**config.mk**
```make
export PLATFORM = sky130hd
export DESIGN_NAME = ramp_adc_ctrl
export DESIGN_NICKNAME = d
export VERILOG_FILES = /design/src/rtl/ramp_adc_pkg.sv /design/src/rtl/adc_phase_seq.sv /design/src/rtl/tmr_gray_counter.sv /design/src/rtl/adc_chan_latch.sv /design/src/rtl/ramp_adc_ctrl.sv
export SDC_FILE = /design/constraint.sdc
export NUM_CORES = 1
export LEC_CHECK = 0
export BUFFER_PORTS_ARGS = -buffer_cell sky130_fd_sc_hd__buf_2
export CAP_MARGIN = 5
export CORE_ASPECT_RATIO = 0.75
export CORE_MARGIN = 2
export CORE_UTILIZATION = 65
export CTS_CLUSTER_SIZE = 20
export DETAILED_ROUTE_END_ITERATION = 10
export GPL_TIMING_DRIVEN = 0
export PLACE_DENSITY = 0.82
export SKIP_LAST_GASP = 1
export SYNTH_ARGS = -nofsm -noshare
export SYNTH_HDL_FRONTEND = slang
export SYNTH_SLANG_ARGS = --single-unit
```
**constraint.sdc**
```tcl
create_clock -name clk -period 12 [get_ports clk]
set_input_delay 1.8 -clock clk [delete_from_list [all_inputs] [get_ports clk]]
set_output_delay 1.8 -clock clk [all_outputs]
set_load 0.01 [all_outputs]
```
**src/rtl/ramp_adc_pkg.sv**
```systemverilog
`timescale 1ns/1ps
package ramp_adc_pkg;
  typedef enum logic [1:0] {
    PH_IDLE   = 2'd0,
    PH_SAMPLE = 2'd1,
    PH_LINK   = 2'd2,
    PH_COUNT  = 2'd3
  } phase_e;

  function automatic logic [31:0] to_gray(input logic [31:0] b);
    return b ^ (b >> 1);
  endfunction

  function automatic logic [31:0] from_gray(input logic [31:0] g);
    logic [31:0] b;
    b[31] = g[31];
    for (int i = 30; i >= 0; i--) b[i] = b[i+1] ^ g[i];
    return b;
  endfunction
endpackage

```
**src/rtl/adc_phase_seq.sv**
```systemverilog
`timescale 1ns/1ps
module adc_phase_seq
  import ramp_adc_pkg::*;
#(
  parameter int SAMPLE_CYC = 8,
  parameter int LINK_CYC   = 4
) (
  input  logic   clk,
  input  logic   rst,
  input  logic   hold_valid,
  input  logic   cnt_last,
  output phase_e phase,
  output logic   refresh,
  output logic   clr_first
);
  localparam int TMAX = (SAMPLE_CYC > LINK_CYC) ? SAMPLE_CYC : LINK_CYC;
  localparam int TW   = $clog2(TMAX + 1);
  localparam logic [TW-1:0] S_LAST = TW'(SAMPLE_CYC - 1);
  localparam logic [TW-1:0] L_LAST = TW'(LINK_CYC - 1);

  phase_e        st;
  logic [TW-1:0] tmr;

  always_ff @(posedge clk) begin
    if (rst) begin
      st  <= PH_IDLE;
      tmr <= '0;
    end else begin
      unique case (st)
        PH_IDLE: if (hold_valid) begin
          st  <= PH_SAMPLE;
          tmr <= '0;
        end
        PH_SAMPLE: if (hold_valid) begin
          if (tmr == S_LAST) begin
            st  <= PH_LINK;
            tmr <= '0;
          end else tmr <= tmr + 1'b1;
        end
        PH_LINK: begin
          if (tmr == L_LAST) begin
            st  <= PH_COUNT;
            tmr <= '0;
          end else tmr <= tmr + 1'b1;
        end
        PH_COUNT: if (cnt_last) st <= PH_IDLE;
        default: st <= PH_IDLE;
      endcase
    end
  end

  assign phase     = st;
  assign refresh   = (st == PH_IDLE) && hold_valid;
  assign clr_first = (st == PH_SAMPLE) && (tmr == '0);

  assert_idle_hold_R2: assert property (@(posedge clk) disable iff (rst)
    (st == PH_IDLE && !hold_valid) |=> (st == PH_IDLE));
  assert_sample_pause_R3: assert property (@(posedge clk) disable iff (rst)
    (st == PH_SAMPLE && !hold_valid) |=> (st == PH_SAMPLE && $stable(tmr)));
  assert_count_entry_R4: assert property (@(posedge clk) disable iff (rst)
    $rose(st == PH_COUNT) |-> ($past(st) == PH_LINK));
  assert_count_exit_R4: assert property (@(posedge clk) disable iff (rst)
    (st == PH_COUNT && cnt_last) |=> (st == PH_IDLE));
endmodule

```
**src/rtl/tmr_gray_counter.sv**
```systemverilog
`timescale 1ns/1ps
module tmr_gray_counter
  import ramp_adc_pkg::*;
#(
  parameter int W = 12
) (
  input  logic         clk,
  input  logic         rst,
  input  logic         run,
  output logic [W-1:0] voted,
  output logic         last
);
  localparam int NCOPY = 3;
  localparam logic [W-1:0] GRAY_TOP = W'(to_gray(32'((64'(1) << W) - 1)));

  logic [W-1:0] copy_q [NCOPY];
  logic [W-1:0] nxt;

  assign voted = (copy_q[0] & copy_q[1]) | (copy_q[0] & copy_q[2]) |
                 (copy_q[1] & copy_q[2]);
  assign nxt   = W'(to_gray(from_gray(32'(voted)) + 32'd1));
  assign last  = (voted == GRAY_TOP);

  always_ff @(posedge clk) begin
    for (int j = 0; j < NCOPY; j++) begin
      if (rst || !run) copy_q[j] <= '0;
      else             copy_q[j] <= nxt;
    end
  end

  assert_copies_agree_R9: assert property (@(posedge clk) disable iff (rst)
    (copy_q[0] == copy_q[1]) && (copy_q[1] == copy_q[2]));
  assert_gray_step_R9: assert property (@(posedge clk) disable iff (rst)
    ($past(run) && !$past(last)) |-> ($countones(voted ^ $past(voted)) == 1));
endmodule

```
**src/rtl/adc_chan_latch.sv**
```systemverilog
`timescale 1ns/1ps
module adc_chan_latch #(
  parameter int W = 12
) (
  input  logic         clk,
  input  logic         rst,
  input  logic         count_en,
  input  logic         last,
  input  logic         clr_first,
  input  logic         refresh,
  input  logic         trip,
  input  logic [W-1:0] code,
  output logic [W-1:0] held
);
  logic [W-1:0] first_q;
  logic         got_q;

  always_ff @(posedge clk) begin
    if (rst) begin
      first_q <= '0;
      got_q   <= 1'b0;
      held    <= '0;
    end else begin
      if (refresh) held <= first_q;
      if (clr_first) begin
        first_q <= '0;
        got_q   <= 1'b0;
      end else if (count_en && !got_q && (trip || last)) begin
        first_q <= code;
        got_q   <= 1'b1;
      end
    end
  end

  assert_first_only_R5: assert property (@(posedge clk) disable iff (rst)
    (got_q && !clr_first) |=> $stable(first_q));
  assert_second_hold_R8: assert property (@(posedge clk) disable iff (rst)
    !refresh |=> $stable(held));
endmodule

```
**src/rtl/ramp_adc_ctrl.sv**
```systemverilog
`timescale 1ns/1ps
module ramp_adc_ctrl
  import ramp_adc_pkg::*;
#(
  parameter int NCH        = 16,
  parameter int W          = 12,
  parameter int SAMPLE_CYC = 8,
  parameter int LINK_CYC   = 4
) (
  input  logic                                  clk,
  input  logic                                  rst,
  input  logic                                  hold_valid,
  input  logic [NCH-1:0]                        trip,
  input  logic [((NCH > 1) ? $clog2(NCH) : 1)-1:0] rd_sel,
  output logic                                  ics,
  output logic                                  az,
  output logic                                  ramp_rst,
  output logic                                  ramp_link,
  output logic                                  cnt_run,
  output logic [W-1:0]                          rd_code
);
  localparam int SELW = (NCH > 1) ? $clog2(NCH) : 1;

  phase_e       phase;
  logic         refresh, clr_first, cnt_last, counting;
  logic [W-1:0] code;
  logic [W-1:0] held [NCH];

  adc_phase_seq #(.SAMPLE_CYC(SAMPLE_CYC), .LINK_CYC(LINK_CYC)) u_seq (
    .clk(clk), .rst(rst), .hold_valid(hold_valid), .cnt_last(cnt_last),
    .phase(phase), .refresh(refresh), .clr_first(clr_first)
  );

  assign counting = (phase == PH_COUNT);

  tmr_gray_counter #(.W(W)) u_ctr (
    .clk(clk), .rst(rst), .run(counting), .voted(code), .last(cnt_last)
  );

  for (genvar c = 0; c < NCH; c++) begin : g_chan
    adc_chan_latch #(.W(W)) u_lat (
      .clk(clk), .rst(rst), .count_en(counting), .last(cnt_last),
      .clr_first(clr_first), .refresh(refresh), .trip(trip[c]),
      .code(code), .held(held[c])
    );
  end

  assign ics       = (phase == PH_SAMPLE) && hold_valid;
  assign az        = (phase == PH_SAMPLE);
  assign ramp_rst  = (phase != PH_COUNT);
  assign ramp_link = (phase == PH_LINK) || counting;
  assign cnt_run   = counting;

  always_comb begin
    rd_code = '0;
    for (int c = 0; c < NCH; c++)
      if (rd_sel == SELW'(c)) rd_code = W'(from_gray(32'(held[c])));
  end
endmodule

```
==> qor.csv <==
stage,metric,value,unit
global_route,grt_pass1_wl,96.12,mm
run,maxCapViolations,0,
yosys,syn_nets,2361,
yosys,ys_top_cells_by_area,"dfxtp_1, mux2i_1, nand2_1",
drt,drtPass1Iterations,6,
layout,syn_to_final_growth,9.713,%
pwr,power_density,141.5,mW/mm2
clocking,cts_made_buffers,39,
sta,hold_violations,0,
setup_path,end_kind,primary output,
yosys,synth_edf_count,0,
setup_path,rrSetupSlack,4.90,ns
sta,grt_setup_unrepaired,false,
layout,layout_common_cells,"nand2_1, dfxtp_1, nor2_1",
global_route,grt_max_degree,15,
setup_path,cp_max_fo,9,
clocking,cts_buffer_depth,3,
yosys,synthMuxAreaShare,10.37,%
setup_path,path_cells,clkbuf_1 -> nand2b_1 -> nor3_1 -> a22oi_1 -> a41oi_1 -> a211o_1 -> a21oi_1 -> a311oi_1 -> a221oi_1 -> o21ai_1 -> buf_2,
yosys,synth-adder-area-share,1.125,%
setup_path,worstSetupStartpointType,primary input,
yosys,synth-seq-area-share,41.80,%
drt,via_per_inst,6.083,
layout,antenna_cells,0,
place,numPortBuffers,36,
layout,drive_above_1_share,5.894,%
clocking,postCtsHoldBufs,0,
sta,setup_tns,0,ns
clocking,cts_tree,built,
yosys,syn_area,0.02002,mm2
place,place_congestion,1.041,
yosys,yosys.area.top_type,dfxtp_1,
setup_path,r2r_cells,30,
yosys,synthFlopType,dfxtp_1,
clocking,cts.reportedPaths.clkPinSlew,0.07,ns
setup_path,cp_num_cells,11,
yosys,yosysWarnings,0,
drt,routed_wl,65.56,mm
drt,wire_per_inst,23.21,um
global_route,antenna_found_initial,0,
setup_path,crit_family,compound AO/OA/AOI/OAI gates,
sta,max_freq,138.4,MHz
floorplan,core_area,0.03021,mm2
setup_path,r2r_start,u_ctr.copy_q[2][10],
clocking,cts-root-buf,clkbuf_16,
yosys,synth_top_area_share,41.80,%
drt,drc,0,
sta,worstMarginPinSlew,1.400,ns
floorplan,num_io_pins,40,
drt,num_vias,17185,
yosys,synth_cell_type_count,76,
setup_path,cp_num_buf_inv,2,
global_route,grt_use_total,40.47,%
setup_path,r2r_end,u_ctr.copy_q[2][10],
clocking,clk_latency,0.56,ns
setup_path,crit_slowest_cell,nor3_1,
min_path,worst_hold_path.endpoint,g_chan[12].u_lat.held[3],
clocking,post_cts_buffers,0,
floorplan,start_util,66.27,%
floorplan,die_width,206.6,um
drt,drtIter0Drc,2005,
setup_path,cp.arrival,5.43,ns
min_path,hold_start,g_chan[12].u_lat.first_q[3],
clocking,clock-sinks,418,
floorplan,rows,55,
sta,slew_headroom,6.654,%
yosys,async_reset_ff_share,0,%
yosys,synthXorXnorAreaFrac,14.72,%
layout,nets,2440,
pwr,power,0.003109,W
sta,post-route-min-period,7.228,ns
floorplan,dieArea,0.03223,mm2
sta,setup_viol,0,
global_route,grt_pass1_vias,16184,
floorplan,dieHeight,156.0,um
clocking,htreeDepth,2,
drt,drtAntennaViolNets,0,
pwr,ir_drop,0.1353,mV
layout,final_common_cell,nand2_1,
global_route,grt-ovfl-total,0,
setup_path,cp.required,10.20,ns
yosys,syn_avg_cell_area,8.629,um2
pwr,p_leak,7.560,nW
sta,drv_slew,0,
status,status,"finished, final reports clean",
layout,fillers,2235,
yosys,syn_inst,2320,
setup_path,max_stage_delay,0.88,ns
clocking,ctsResizeCount,0,
sta,final.period_utilization,60.23,%
yosys,yosys.area_share.simple,16.32,%
yosys,synth-compound-area-share,11.76,%
min_path,hold_depth,2,
place,hpwl,48.19,mm
setup_path,worstSetupPathType,primary input to primary output,
min_path,hp-class,flip-flop to flip-flop,
yosys,ys_ff_latch,418,
yosys,synth_top_family_by_area,simple AND/OR/NAND/NOR gates,
sta,skew,0.03287,ns
[Yosys cell counts, types with 4 or more instances]
cell / number
nor2_1: 282
xor3_1: 12
a21oi_1: 248
o22ai_1: 20
nand2_1: 435
o221ai_1: 6
nor4_1: 6
a22oi_1: 7
and3_1: 4
xnor2_2: 10
ha_1: 18
inv_1: 46
dfxtp_1: 418
o211ai_1: 10
nand3_1: 17
buf_1: 18
clkbuf_1: 120
nor3_1: 15
mux2i_1: 204
o21ai_1: 15
o21ai_0: 49
a221oi_1: 9
nand2b_1: 11
buf_2: 17
xnor3_1: 19
xnor3_2: 6
and2_1: 4
xor2_1: 71
nor2b_1: 13
xnor2_1: 128
nand4_1: 5
a211oi_1: 8
[worst register-to-register path: cells and delay by family (launching register included)]
family	cells	cell delay (ns)
fa+ha+maj	11	3.18
flops	1	0.30
buf+inv	13	2.37
simple gates	4	0.67
xor+xnor	2	0.45
[where the power goes]
part | total, W | internal (W) | leakage [nW] | switching (W)
clock | 0.00121 | 0.000677 | 0.595 | 0.000534
sequential | 0.00140 | 0.00139 | 3.37 | 0.00000602
combinational | 0.000498 | 0.000102 | 3.60 | 0.000396
total | 0.00311 | 0.00217 | 7.56 | 0.000936
[flip-flops by register name (all words and copies together) (netlist names), named ones only]
signal	flops
g_chan.u_lat.held	192
g_chan.u_lat.first_q	192
u_ctr.copy_q	11
u_seq.phase	2
g_chan.u_lat.got_q	16
u_seq.tmr	4
[layer usage]
| layer | share of wire [%] | vias up | global-route usage, % |
|---|---|---|---|
| li1 | - | 7902 | - |
| met1 | 43 | 8311 | 55.29 |
| met2 | 43 | 840 | 59.98 |
| met3 | 11 | 132 | 11.57 |
| met4 | 4.0 | 0 | 16.94 |
| met5 | 0 | - | 0 |
[through the flow]
stage               setup slack, ns  util, %  std cells  hold slack [ns]  cell area (um2)
global route                  4.517    72.70       2825           0.4577            21960
CTS                           4.990    72.56       2823           0.4465            21920
global placement              4.985    68.52       2755           0.4329            20700
finish                        4.772    72.70       2825           0.4406            21960
detailed placement            5.021    68.52       2755           0.4384            20700
floorplan                     6.509        -       2320           0.4259            20020
[logic make-up (layout without fill, tap and decap cells)]
kind of cell    after synthesis  after routing
simple gates                810            810
flops                       418            418
compound gates              412            412
xor+xnor                    253            253
mux                         207            207
buf+inv                     202            308
fa+ha+maj                    18             18
[area by class of cell]
type | count | area (um2) | area share (%)
sequential | 418 | 8368 | 38.10
inverter | 46 | 172.7 | 0.7861
buffer | 156 | 608.1 | 2.769
tap | 399 | 499.2 | 2.273
timing repair buffer | 38 | 222.7 | 1.014
multi-input combinational | 1700 | 10870 | 49.49
clock inverter | 7 | 82.58 | 0.3760
clock buffer | 61 | 1140 | 5.190
[worst max path at each step]
stage | slack (ns) | endpoint | start
2_1_floorplan | 6.51 | rd_code[11] | rd_sel[2]
3_3_place_gp | 4.99 | rd_code[11] | rd_sel[2]
3_5_place_dp | 5.02 | rd_code[11] | rd_sel[2]
4_1_cts | 4.99 | u_ctr.copy_q[2][10] | u_ctr.copy_q[2][10]
5_1_grt | 4.52 | u_ctr.copy_q[2][10] | u_ctr.copy_q[2][10]
6_report | 4.77 | rd_code[11] | rd_sel[2]
(Power assumes the default switching activity.)
